$ cat src/rtl/stat_pkg.sv
package stat_pkg;
  localparam int CNT_W = 32;
  localparam int CNT_BYTES = CNT_W / 8;

  typedef struct packed {
    logic capture;   // latch totals + tag, restart counters
    logic advance;   // one snapshot byte accepted downstream
  } stat_ctrl_t;
endpackage

$ cat src/rtl/stat_popcount.sv
module stat_popcount #(
  parameter int W = 8,
  localparam int CW = $clog2(W + 1)
) (
  input  logic [W-1:0]  bits,
  output logic [CW-1:0] count
);
  always_comb begin
    count = '0;
    for (int i = 0; i < W; i++) begin
      count = count + CW'(bits[i]);
    end
  end
endmodule

$ cat src/rtl/stat_datapath.sv
module stat_datapath
  import stat_pkg::*;
#(
  parameter int KEEP_W = 8,
  parameter int TAG_BYTES = 2,
  localparam int TAG_W = 8 * TAG_BYTES,
  localparam int SNAP_W = TAG_W + 2 * CNT_W,
  localparam int POP_W = $clog2(KEEP_W + 1)
) (
  input  logic              clk,
  input  logic              rst,
  input  logic [KEEP_W-1:0] monKeep,
  input  logic              monValid,
  input  logic              monReady,
  input  logic              monLast,
  input  logic [TAG_W-1:0]  tagIn,
  input  stat_ctrl_t        ctrl,
  output logic [7:0]        outByte
);
  logic [POP_W-1:0] laneCount;
  logic             beatFire;
  logic [CNT_W-1:0] byteInc;
  logic [CNT_W-1:0] frameInc;
  logic [CNT_W-1:0] byteCnt;
  logic [CNT_W-1:0] frameCnt;
  logic [SNAP_W-1:0] snapReg;

  stat_popcount #(.W(KEEP_W)) popcount_i (
    .bits  (monKeep),
    .count (laneCount)
  );

  assign beatFire = monValid & monReady;
  assign byteInc  = beatFire ? CNT_W'(laneCount) : '0;
  assign frameInc = CNT_W'(beatFire & monLast);

  always_ff @(posedge clk) begin
    if (rst) begin
      byteCnt  <= '0;
      frameCnt <= '0;
    end else if (ctrl.capture) begin
      byteCnt  <= byteInc;
      frameCnt <= frameInc;
    end else begin
      byteCnt  <= byteCnt + byteInc;
      frameCnt <= frameCnt + frameInc;
    end
  end

  // Snapshot is laid out so that a right shift emits bytes in frame order.
  always_ff @(posedge clk) begin
    if (rst) begin
      snapReg <= '0;
    end else if (ctrl.capture) begin
      snapReg <= {frameCnt, byteCnt, tagIn};
    end else if (ctrl.advance) begin
      snapReg <= snapReg >> 8;
    end
  end

  assign outByte = snapReg[7:0];
endmodule

$ cat src/rtl/stat_control.sv
module stat_control
  import stat_pkg::*;
#(
  parameter int FRAME_BYTES = 10,
  localparam int IDX_W = $clog2(FRAME_BYTES)
) (
  input  logic       clk,
  input  logic       rst,
  input  logic       trigger,
  input  logic       outReady,
  output logic       outValid,
  output logic       outLast,
  output stat_ctrl_t ctrl
);
  typedef enum logic {ST_IDLE, ST_SEND} state_t;

  state_t           state;
  logic [IDX_W-1:0] idx;
  logic             atLast;
  logic             xfer;

  assign atLast        = (idx == IDX_W'(FRAME_BYTES - 1));
  assign xfer          = (state == ST_SEND) & outReady;
  assign ctrl.capture  = (state == ST_IDLE) & trigger;
  assign ctrl.advance  = xfer;
  assign outValid      = (state == ST_SEND);
  assign outLast       = (state == ST_SEND) & atLast;

  always_ff @(posedge clk) begin
    if (rst) begin
      state <= ST_IDLE;
      idx   <= '0;
    end else begin
      case (state)
        ST_IDLE: begin
          if (trigger) begin
            state <= ST_SEND;
            idx   <= '0;
          end
        end
        ST_SEND: begin
          if (xfer) begin
            if (atLast) begin
              state <= ST_IDLE;
            end else begin
              idx <= idx + 1'b1;
            end
          end
        end
        default: state <= ST_IDLE;
      endcase
    end
  end
endmodule

$ cat src/rtl/stream_stat_counter.sv
module stream_stat_counter
  import stat_pkg::*;
#(
  parameter int KEEP_W = 8,
  parameter int TAG_BYTES = 2,
  localparam int TAG_W = 8 * TAG_BYTES,
  localparam int FRAME_BYTES = TAG_BYTES + 2 * CNT_BYTES
) (
  input  logic              clk,
  input  logic              rst,
  input  logic [KEEP_W-1:0] monKeep,
  input  logic              monValid,
  input  logic              monReady,
  input  logic              monLast,
  input  logic [TAG_W-1:0]  tagIn,
  input  logic              trigger,
  output logic [7:0]        snapData,
  output logic              snapValid,
  input  logic              snapReady,
  output logic              snapLast
);
  stat_ctrl_t ctrl;

  stat_control #(.FRAME_BYTES(FRAME_BYTES)) control_i (
    .clk      (clk),
    .rst      (rst),
    .trigger  (trigger),
    .outReady (snapReady),
    .outValid (snapValid),
    .outLast  (snapLast),
    .ctrl     (ctrl)
  );

  stat_datapath #(.KEEP_W(KEEP_W), .TAG_BYTES(TAG_BYTES)) datapath_i (
    .clk      (clk),
    .rst      (rst),
    .monKeep  (monKeep),
    .monValid (monValid),
    .monReady (monReady),
    .monLast  (monLast),
    .tagIn    (tagIn),
    .ctrl     (ctrl),
    .outByte  (snapData)
  );
endmodule

$ cat config.mk
export PLATFORM = sky130hd
export DESIGN_NAME = stream_stat_counter
export DESIGN_NICKNAME = d
export VERILOG_FILES = /design/src/rtl/stat_pkg.sv /design/src/rtl/stat_popcount.sv /design/src/rtl/stat_datapath.sv /design/src/rtl/stat_control.sv /design/src/rtl/stream_stat_counter.sv
export SDC_FILE = /design/constraint.sdc
export NUM_CORES = 1
export LEC_CHECK = 0
export ABC_CLOCK_PERIOD_IN_PS = 5900
export BUFFER_PORTS_ARGS = -buffer_cell sky130_fd_sc_hd__buf_4
export CAP_MARGIN = 20
export CORE_AREA = 2 2 131 120
export DETAILED_ROUTE_END_ITERATION = 8
export DIE_AREA = 0 0 133 122
export HOLD_SLACK_MARGIN = 0.02
export PLACE_DENSITY = 0.75
export SLEW_MARGIN = 20
export SYNTH_ARGS = -nofsm -noshare
export SYNTH_HDL_FRONTEND = slang
export SYNTH_HIERARCHICAL = 1
export SYNTH_SLANG_ARGS = --single-unit
$ cat constraint.sdc
create_clock -name clk -period 5.9 [get_ports clk]
set_input_delay 0.59 -clock clk [delete_from_list [all_inputs] [get_ports clk]]
set_output_delay 0.59 -clock clk [all_outputs]
set_load 0.02 [all_outputs]
# Yosys cells after proc, flatten, opt, wreduce, memory -nomap -nowiden
# Cells that the tools add are included.
# op_classes
addsub	10
eq_ne	4
n_mux	13
bitwise_logic	6
reduce_logical	2
# ops
cell	count
$mux 80	2
$add 32x32->32	2
$mux 32	2
$add 4x1->4	4
$mux 4	4
$pmux 4 s2	1
$ne 2x2->1 const B	3
$and 1x1->1	5
$add 3x1->4	1
$add 4x1->4 const B	1
$eq 4x4->1 const B	1
$add 2x1->3	1
$mux 1	3
$reduce_and 3->1	1
$add 1x1->2	1
$pmux 1 s2	1
$reduce_bool 2->1	1
$not 1->1	1
# word_totals
ff_bits	149
input_bits	31
out_inout_bits	10
word_cells	40

# Logic depth before layout (Yosys ltp)
# Gate-level depths: netlist of the first run.
# logic_depth
ltp_word	10
depth_mapped	16
mapped_depth_nobuf	15

# Modules after synthesis
# The synthesis of the first run kept the hierarchy.
# by_module_without_submodules
mod	instances	cells_per_inst	area_per_inst_um2	seq_area_each_um2
stat_datapath	1	812	6862.8	2882.8
stat_control	1	33	284.0	100.1
stat_popcount	1	24	190.2	0.0

# Least setup slack after synthesis of the first run
# No wires, ideal clock.
# synth_path
kind	input-to-reg
start	input port monKeep[0]
end	register datapath_i.byteCnt[30]
setup_time_ps	132
t_arrival_ps	4302
required_time_ps	5768
setup_slack_ps	1466
cell_stages	16
n_path_buf	1
cell_sequence	inv_1 fa_1 fa_1 fa_1 inv_1 ha_1 inv_1 fa_1 inv_1 and3_1 fa_1 a211o_1 nand2_1 clkbuf_1 or4_1 a21oi_1
# synth_between
elab_chain_len	10
# synth_lines
element	line_no	rtl
start: declaration	stream_stat_counter.sv:11	input logic [KEEP_W-1:0] monKeep,
$add 1x1->2	stat_popcount.sv:11	count = count + CW'(bits[i]);
$add 2x1->3	stat_popcount.sv:11	
$add 3x1->4	stat_popcount.sv:11	
$add 4x1->4 (4 in series)	stat_popcount.sv:11	
named net datapath_i.laneCount[1]	stat_datapath.sv:20	logic [POP_W-1:0] laneCount;
$mux 4	stat_datapath.sv:34	assign byteInc = beatFire ? CNT_W'(laneCount) : '0;
$add 32x32->32	stat_datapath.sv:45	byteCnt <= byteCnt + byteInc;
$mux 32	stat_datapath.sv:41	end else if (ctrl.capture) begin
end signal: assignment	stat_datapath.sv:42	byteCnt <= byteInc;
end signal: assignment	stat_datapath.sv:45	
end: declaration	stat_datapath.sv:24	logic [CNT_W-1:0] byteCnt;
# The timed path passes the listed nets, and every way through them passes these cells.
# A chain may end at the register's enable or synchronous reset.

# Worst setup path in the final report of the first run
# layout_path
start	input port monKeep[0]
end	register datapath_i.byteCnt[20]
# Same word-level chain as after synthesis.

==> results.json, run 1 <==
{
  "run_status": "finished, final reports clean",
  "fin_area_sq_um": 8120,
  "io_pins": 41,
  "grt_usage": 0.202,
  "grt-ovfl-total": 0,
  "synth_edf_count": 0,
  "drc": 0,
  "cts_sinks": 149,
  "ctsHtreeMaxLevel": 4,
  "grt_pass1_wl_microns": 26200,
  "synthesis.nets": 916,
  "slew_violations": 0,
  "tightest_slew_ps": 1050,
  "fill_cells": 1365,
  "post_drt_wl_per_cell_microns": 15.2,
  "rows": 43,
  "ir_drop_mv": 0.201,
  "drtIter0Drc": 397,
  "yosysSeqAreaShare": 0.407,
  "rsz0062_at_grt": "no",
  "cp-start-kind": "primary input",
  "grt_max_degree": 93,
  "synth_top_area_cell": "dfxtp_1",
  "grt_pass1_vias": 5332,
  "vias_per_cell": 5.60,
  "vias": 6027,
  "layout_setup_ws_ps": 1520,
  "layout_common_cells": "nor2_1 (169), dfxtp_1 (149), a21oi_1 (114)",
  "crit_arrival_ps": 4720,
  "ctsResizeCount": 0,
  "drt_first_pass_iters": 5,
  "cts_buffers": 17,
  "ant_nets": 0,
  "p_leak_nw": 2.96,
  "period_share": 0.742,
  "crit_top_cell": "fa_1",
  "maxSlewHeadroom": 0.301,
  "path_cells": "buf_4, inv_1, fa_1, fa_1, fa_1, inv_1, ha_1, inv_1, fa_1, xnor2_1, and3_1, ha_1, a211o_1, nand2_1, or4_1, a21oi_1",
  "holdWs_ps": 394,
  "power_density_nw_per_um2": 270,
  "n_antenna_cell": 0,
  "synth_ff_type": "dfxtp_1",
  "antenna_found_initial": 0,
  "hold_buffers": 0,
  "synth.area.top_cells": "dfxtp_1 (41%), mux2i_1 (11%), nor2_1 (8.6%), a21oi_1 (7.8%), o31ai_1 (2.3%)",
  "io_buffers": 40,
  "die_w_microns": 133,
  "mostFrequentLayoutCell": "nor2_1",
  "core_region_area_sq_um": 15000,
  "synth-seq-cells": 149,
  "hold_viol": 0,
  "syn2layout_area_growth_pct": 10.7,
  "cts_tree": "done",
  "avgSynthCellArea_sq_um": 8.44,
  "die_h_microns": 122,
  "wl_microns": 16400,
  "post-route-min-period_ps": 4380,
  "critPathKind": "primary input to flop",
  "async_flop_share": 0,
  "required_ps": 6240,
  "yosysTopAreaCellShare": 0.407,
  "synth_cells": 869,
  "fin_cells": 1076,
  "place_hpwl_microns": 10500,
  "fin_worst_skew_ps": 12.6,
  "design_power_total_mw": 2.19,
  "drive_gt1_frac": 0.0995,
  "worst_skew_pair.late_latency_ps": 430,
  "synth_warnings": 6,
  "die-area_sq_um": 16200,
  "cts-root-buf": "clkbuf_16",
  "crit_fanout": 14,
  "setup_viol": 0,
  "start_util": 0.489,
  "hp-class": "primary input to flop",
  "clockBufferDepth": 2,
  "yosysUniqueCellTypes": 55,
  "post_cts_buffers": 0,
  "worst_setup_path_end_kind": "flop",
  "path_clk_slew_ps": 60,
  "syn_area_sq_um": 7340,
  "pre_cts_ws_ps": 1120,
  "final_nets": 909,
  "utilization": 0.541,
  "slowest_delay_ps": 580,
  "drv_cap": 0,
  "tns_ps": 0,
  "place_inst": 1045,
  "gp_congestion": 0.779,
  "place_area_sq_um": 7580,
  "crit_slowest_cell": "or4_1",
  "max_freq_mhz": 229
}
-- final timing paths --
check	to	slack [ps]	depth (start not counted)	start
max	datapath_i/byteCnt[20]	1520	16	monKeep[0]
min	datapath_i/snapReg[4]	390	3	tagIn[4]
max reg2reg	datapath_i/snapReg[49]	3300	6	control_i/outValid
min reg2reg	datapath_i/frameCnt[31]	480	2	datapath_i/frameCnt[31]
-- state kept, by name, summed over array words and instances, names as in the netlist --
signal / cells
datapath_i/byteCnt: 32
control_i/idx: 4
datapath_i/frameCnt: 32
control_i/outValid: 1
datapath_i/snapReg: 80
-- critical path, delay by kind of cell --
family,cells,cell delay (ps)
adder cells (fa/ha/maj),6,2330
AND/OR/NAND/NOR,3,1040
AO/OA/AOI/OAI,2,390
buffers and inverters,4,230
XOR/XNOR,1,130
-- area by class of cell --
type                    count  area, sq um  share of cell area
clock buffers              23          488              0.0601
clock inverters             8         51.3             0.00631
inverters                  23         91.3              0.0112
multi-input cells         627         3930               0.483
flip-flops and latches    149         2980               0.367
well taps                 202          253              0.0311
repair buffers             44          330              0.0407
-- cells in the mapped netlist, types with 9 or more instances --
| master | number |
|---|---|
| and3_1 | 12 |
| a21oi_1 | 114 |
| or3_1 | 20 |
| buf_2 | 13 |
| dfxtp_1 | 149 |
| and4_1 | 9 |
| a211oi_1 | 12 |
| mux2i_1 | 77 |
| inv_1 | 22 |
| nand2_1 | 29 |
| nand4_1 | 12 |
| xnor2_1 | 13 |
| clkbuf_1 | 40 |
| nor2_1 | 169 |
| o21ai_0 | 13 |
| o31ai_1 | 22 |
| ha_1 | 11 |
| or4_1 | 22 |
| buf_4 | 10 |
| nand3_1 | 23 |
-- metal layers --
metal / track usage / up-vias / part of all wire
li1: - / 3050 / -
met1: 0.275 / 2791 / 0.47
met2: 0.312 / 168 / 0.45
met3: 0.0499 / 18 / 0.060
met4: 0.0739 / 0 / 0.014
met5: 0 / - / 0
-- where the power goes --
group	internal (mW)	switching, mW	total, mW
sequential	1.02	0.0117	1.03
combinational	0.0690	0.110	0.179
clock	0.576	0.406	0.982
total	1.67	0.527	2.19
-- kinds of logic (layout without fill, tap and decap cells) --
family	Yosys count	after routing	share of synthesized area
compound gates	178	178	0.140
xor+xnor	19	19	0.0227
simple gates	337	337	0.235
fa+ha+maj	16	16	0.0324
buf+inv	93	98	0.0581
flops	149	149	0.407
mux	77	77	0.105
Note: power is estimated with default switching activity, not from simulation.
==> run 2, diff against run 1 <==
--- a/config.mk
+++ b/config.mk
@@ -5,7 +5,7 @@
 export SDC_FILE = /design/constraint.sdc
 export NUM_CORES = 1
 export LEC_CHECK = 0
-export ABC_CLOCK_PERIOD_IN_PS = 5900
+export ABC_CLOCK_PERIOD_IN_PS = 4200
 export BUFFER_PORTS_ARGS = -buffer_cell sky130_fd_sc_hd__buf_4
 export CAP_MARGIN = 20
 export CORE_AREA = 2 2 131 120
==> constraint.sdc (replaced) <==
create_clock -name clk -period 4.2 [get_ports clk]
set_input_delay 0.42 -clock clk [delete_from_list [all_inputs] [get_ports clk]]
set_output_delay 0.42 -clock clk [all_outputs]
set_load 0.02 [all_outputs]
==> run 2 against run 1 <==
Worst setup slack worse by 1400 ps; sequential share of layout area down 1.0 points; die area unchanged; global-route usage up 0.56 points; flip-flop and latch count stayed put; sequential power grew 41%; clock power increased by 55%; largest cell class unchanged.
==> results.json, run 2 (synthesis results as in run 1) <==
{
  "grt_pass1_vias": 5438,
  "largest_reg_flops": 80,
  "drv_cap": 0,
  "drc": 0,
  "clockBufferDepth": 2,
  "cp-start-kind": "primary input",
  "timing.rr.end": "datapath_i/snapReg[15]",
  "grt_pass1_wl_microns": 27000,
  "crit_slowest_cell": "fa_1",
  "regMostFlops": "datapath_i/snapReg",
  "vias_per_cell": 5.65,
  "die_w_microns": 133,
  "drive_gt1_frac": 0.126,
  "tightest_slew_ps": 1060,
  "period_share": 0.961,
  "cts_tree": "done",
  "slew_violations": 0,
  "place_inst": 1059,
  "die-area_sq_um": 16200,
  "hp-start": "tagIn[3]",
  "vias": 6180,
  "max_freq_mhz": 248,
  "worst_skew_pair.late_latency_ps": 420,
  "fin_cells": 1093,
  "grt_usage": 0.208,
  "seqCellArea_sq_um": 2980,
  "run_status": "finished, final reports clean",
  "whs_path_depth": 3,
  "cts_buffers": 17,
  "wl_microns": 16700,
  "cts_sinks": 149,
  "start_util": 0.489,
  "n_antenna_cell": 0,
  "post-route-min-period_ps": 4040,
  "ctsResizeCount": 0,
  "power_density_nw_per_um2": 388,
  "ant_nets": 0,
  "hold_buffers": 0,
  "antenna_found_initial": 0,
  "reg2reg_depth": 6,
  "io_pins": 41,
  "reg.largest.list": "datapath_i/snapReg (80), datapath_i/byteCnt (32), datapath_i/frameCnt (32)",
  "gp_congestion": 0.814,
  "io_buffers": 40,
  "utilization": 0.556,
  "path_clk_slew_ps": 60,
  "ir_drop_mv": 0.276,
  "core_region_area_sq_um": 15000,
  "slowest_delay_ps": 540,
  "die_h_microns": 122,
  "maxSlewHeadroom": 0.296,
  "critPathKind": "primary input to flop",
  "mostFrequentLayoutCell": "nor2_1",
  "grt-ovfl-total": 0,
  "drtIter0Drc": 594,
  "tns_ps": 0,
  "ctsHtreeMaxLevel": 4,
  "worst_setup_path_end_kind": "flop",
  "layout_common_cells": "nor2_1 (169), dfxtp_1 (149), a21oi_1 (113)",
  "holdWs_ps": 229,
  "path_cells": "buf_4, inv_1, fa_1, fa_1, fa_1, inv_1, ha_2, inv_1, fa_1, inv_1, and3_1, buf_4, ha_4, a211o_1, a21oi_1, buf_4, or4_1, a21oi_1",
  "p_leak_nw": 3.09,
  "crit_arrival_ps": 4380,
  "post_drt_wl_per_cell_microns": 15.3,
  "r2r-start": "control_i/outValid",
  "r2r_slack_ps": 1570,
  "place_hpwl_microns": 10800,
  "cts-root-buf": "clkbuf_16",
  "hp-class": "primary input to flop",
  "required_ps": 4540,
  "grt_max_degree": 92,
  "crit_fanout": 7,
  "drt_first_pass_iters": 4,
  "final_nets": 925,
  "setup_viol": 0,
  "hold_viol": 0,
  "fill_cells": 1344,
  "rows": 43,
  "fin_worst_skew_ps": 6.71,
  "syn2layout_area_growth_pct": 13.8,
  "post_cts_buffers": 0,
  "hold_path_end": "datapath_i/snapReg[3]",
  "multi_input_area_sq_um": 3980
}
-- run 2: cell types whose count changed in the layout (fill, tap and decap cells not counted), moves of 2 or more --
cell and delta:
buf_4 +14, clkinvlp_4 -3, ha_1 -3, bufinv_16 +2, clkinv_2 +2, ha_4 +2
-- run 2: metrics by stage --
step,power [mW],worst slack (ps),instance area [sq um]
3_5_place_dp,1.74,-308,7690
2_1_floorplan,1.67,-23.2,7340
5_1_grt,3.36,-20.9,8350
4_1_cts,3.26,111,8290
6_report,3.24,162,8350
3_3_place_gp,1.74,-187,7690
-- run 2: layout make-up --
class,count,share of cell area
multi-input cells,627,0.476
flip-flops and latches,149,0.357
clock buffers,23,0.0596
repair buffers,60,0.0541
well taps,202,0.0303
clock inverters,9,0.0118
inverters,23,0.0109
-- run 2: where the power goes --
group / internal (mW) / switching [mW] / leakage [nW]
Sequential: 1.43 / 0.0187 / 1.20
Combinational: 0.110 / 0.160 / 1.58
Clock: 0.948 / 0.574 / 0.302
Total: 2.49 / 0.752 / 3.09
-- run 2: how the worst max path moves through the flow --
| stage | startpoint | slack (ps) | endpoint |
|---|---|---|---|
| CTS | monKeep[0] | 110 | datapath_i/byteCnt[20] |
| detailed placement | monKeep[0] | -310 | datapath_i/byteCnt[16] |
| global route | monKeep[0] | -20 | datapath_i/byteCnt[26] |
| floorplan | monKeep[0] | -20 | datapath_i/byteCnt[30] |
| global placement | monKeep[0] | -190 | datapath_i/byteCnt[16] |
| finish | monKeep[0] | 160 | datapath_i/byteCnt[23] |
-- run 2: layer usage --
layer,vias to the layer above,GRT usage,wire length [microns],part of all wire
met5,-,0,0,0
met4,0,0.0746,242,0.014
met3,19,0.0375,994,0.059
met2,157,0.315,7320,0.44
met1,2913,0.296,8150,0.49
li1,3091,-,-,-
-- run 2: critical path: cells and delay by family --
family / cells / cell delay [ps]
adders and majority gates: 6 / 2330
and+or+nand+nor: 2 / 660
buffers and inverters: 7 / 590
AOI/OAI and AO/OA: 3 / 370
==> run 3, diff against run 2 <==
--- a/config.mk
+++ b/config.mk
@@ -8,11 +8,11 @@
 export ABC_CLOCK_PERIOD_IN_PS = 4200
 export BUFFER_PORTS_ARGS = -buffer_cell sky130_fd_sc_hd__buf_4
 export CAP_MARGIN = 20
-export CORE_AREA = 2 2 131 120
+export CORE_AREA = 2 2 125 115
 export DETAILED_ROUTE_END_ITERATION = 8
-export DIE_AREA = 0 0 133 122
+export DIE_AREA = 0 0 127 117
 export HOLD_SLACK_MARGIN = 0.02
-export PLACE_DENSITY = 0.75
+export PLACE_DENSITY = 0.8
 export SLEW_MARGIN = 20
 export SYNTH_ARGS = -nofsm -noshare
 export SYNTH_HDL_FRONTEND = slang
==> run 3 against run 2 <==
Cell area fell by 0.96%; sequential share of layout area increased by 0.35 points; fmax grew 1.3%; sequential power is essentially flat.
==> results.json, run 3 (synthesis results as in run 1) <==
{
  "run_status": "finished, final reports clean",
  "grt_pass1_vias": 5698,
  "slowest_delay_ps": 550,
  "drtIter0Drc": 679,
  "whs_path_depth": 3,
  "ctsHtreeMaxLevel": 4,
  "largest_reg_flops": 80,
  "ir_drop_mv": 0.300,
  "rsz0062_at_grt": "no",
  "ant_nets": 0,
  "power_density_nw_per_um2": 401,
  "cp-start-kind": "primary input",
  "reg.largest.list": "datapath_i/snapReg (80), datapath_i/byteCnt (32), datapath_i/frameCnt (32)",
  "fill_cells": 1158,
  "worst_setup_path_end_kind": "flop",
  "io_buffers": 40,
  "period_share": 0.949,
  "max_freq_mhz": 251,
  "drv_cap": 0,
  "die-area_sq_um": 14900,
  "cpLargestDelayFamily": "adder cells",
  "wl_microns": 16300,
  "pre_cts_ws_ps": -340,
  "crit_slowest_cell": "fa_1",
  "die_h_microns": 117,
  "regMostFlops": "datapath_i/snapReg",
  "io_pins": 41,
  "clockBufferDepth": 2,
  "gp_congestion": 0.845,
  "maxSlewHeadroom": 0.303,
  "setup_viol": 0,
  "hp-class": "primary input to flop",
  "hold_buffers": 0,
  "drc": 0,
  "layout_setup_ws_ps": 215,
  "start_util": 0.538,
  "vias": 6158,
  "cts_buffers": 17,
  "post-route-min-period_ps": 3980,
  "path_clk_slew_ps": 60,
  "hold_viol": 0,
  "grt_max_degree": 99,
  "cts_sinks": 149,
  "rows": 41,
  "fin_worst_skew_ps": 7.22,
  "path_buf_inv": 6,
  "syn2layout_area_growth_pct": 12.8,
  "drive_gt1_frac": 0.114,
  "vias_per_cell": 5.82,
  "cp.depth": 18,
  "required_ps": 4540,
  "place_hpwl_microns": 10600,
  "drt_first_pass_iters": 5,
  "die_w_microns": 127,
  "critPathKind": "primary input to flop",
  "antenna_found_initial": 0,
  "grt_pass1_wl_microns": 27500,
  "path_cells": "buf_4, inv_1, fa_1, fa_1, fa_1, inv_1, ha_1, inv_1, fa_1, xnor2_1, and3_1, ha_4, buf_4, o21a_1, a21oi_1, buf_4, or4_1, a21oi_1",
  "n_antenna_cell": 0,
  "tns_ps": 0,
  "core_region_area_sq_um": 13600,
  "crit_arrival_ps": 4320,
  "slew_violations": 0,
  "post_drt_wl_per_cell_microns": 15.4,
  "tightest_slew_ps": 1050,
  "crit_fanout": 7,
  "grt_usage": 0.231,
  "crit_top_cell": "fa_1",
  "mostFrequentLayoutCell": "nor2_1",
  "cts-root-buf": "clkbuf_16",
  "ctsResizeCount": 0,
  "cts_tree": "done",
  "post_cts_buffers": 0,
  "final_nets": 920,
  "grt-ovfl-total": 0,
  "layout_common_cells": "nor2_1 (169), dfxtp_1 (149), a21oi_1 (114)",
  "place_area_sq_um": 7630,
  "fin_area_sq_um": 8270,
  "worst_skew_pair.late_latency_ps": 420,
  "reg2reg_depth": 4,
  "p_leak_nw": 3.07
}
[run 3: changes by cell type in the layout (fill, tap and decap cells not counted), moves of 2 or more]
cell	previous run	this run
clkbuf_8	5	1
bufinv_16	2	4
inv_6	0	2
clkinv_2	6	3
ha_1	8	10
buf_4	58	55
clkinvlp_4	0	2
[run 3: worst paths after layout]
kind | slack [ps] | to | startpoint
max reg2reg | 1610 | datapath_i/frameCnt[3] | control_i/outValid
max | 220 | datapath_i/byteCnt[29] | monKeep[0]
min reg2reg | 480 | datapath_i/frameCnt[31] | datapath_i/frameCnt[31]
min | 230 | datapath_i/snapReg[7] | tagIn[7]
[run 3: worst min-delay path, delay by kind of cell]
kind | cells | cell delay, ps
and+or+nand+nor | 1 | 70
AOI/OAI and AO/OA | 1 | 50
buffers and inverters | 1 | 70
[run 3: metrics by stage]
stage,cells,util,power (mW),hold slack [ps]
after global routing,1058,0.606,3.45,214
after global placement,1026,0.559,1.73,459
after floorplan,869,-,1.67,444
after CTS,1058,0.605,3.34,212
after detailed placement,1026,0.559,1.74,471
final,1058,0.606,3.32,227
[run 3: cell type report]
cell class                 instances  area, sq um  share of cell area
tap                              172          215              0.0260
clock buffer                      20          447              0.0540
sequential                       149         2980               0.361
multi-input combinational        627         3950               0.477
clock inverter                    12          176              0.0213
timing repair buffer              55          413              0.0499
inverter                          23         91.3              0.0110
[run 3: metal layers]
layer | wire, microns | global-route usage | up-vias
li1 | - | - | 3067
met1 | 7730 | 0.312 | 2893
met2 | 7260 | 0.371 | 175
met3 | 1070 | 0.0555 | 23
met4 | 250 | 0.0718 | 0
met5 | 0 | 0 | -
[run 3: power by group]
part	switching, mW	internal (mW)
logic	0.155	0.107
clock network	0.589	1.01
registers	0.0193	1.43
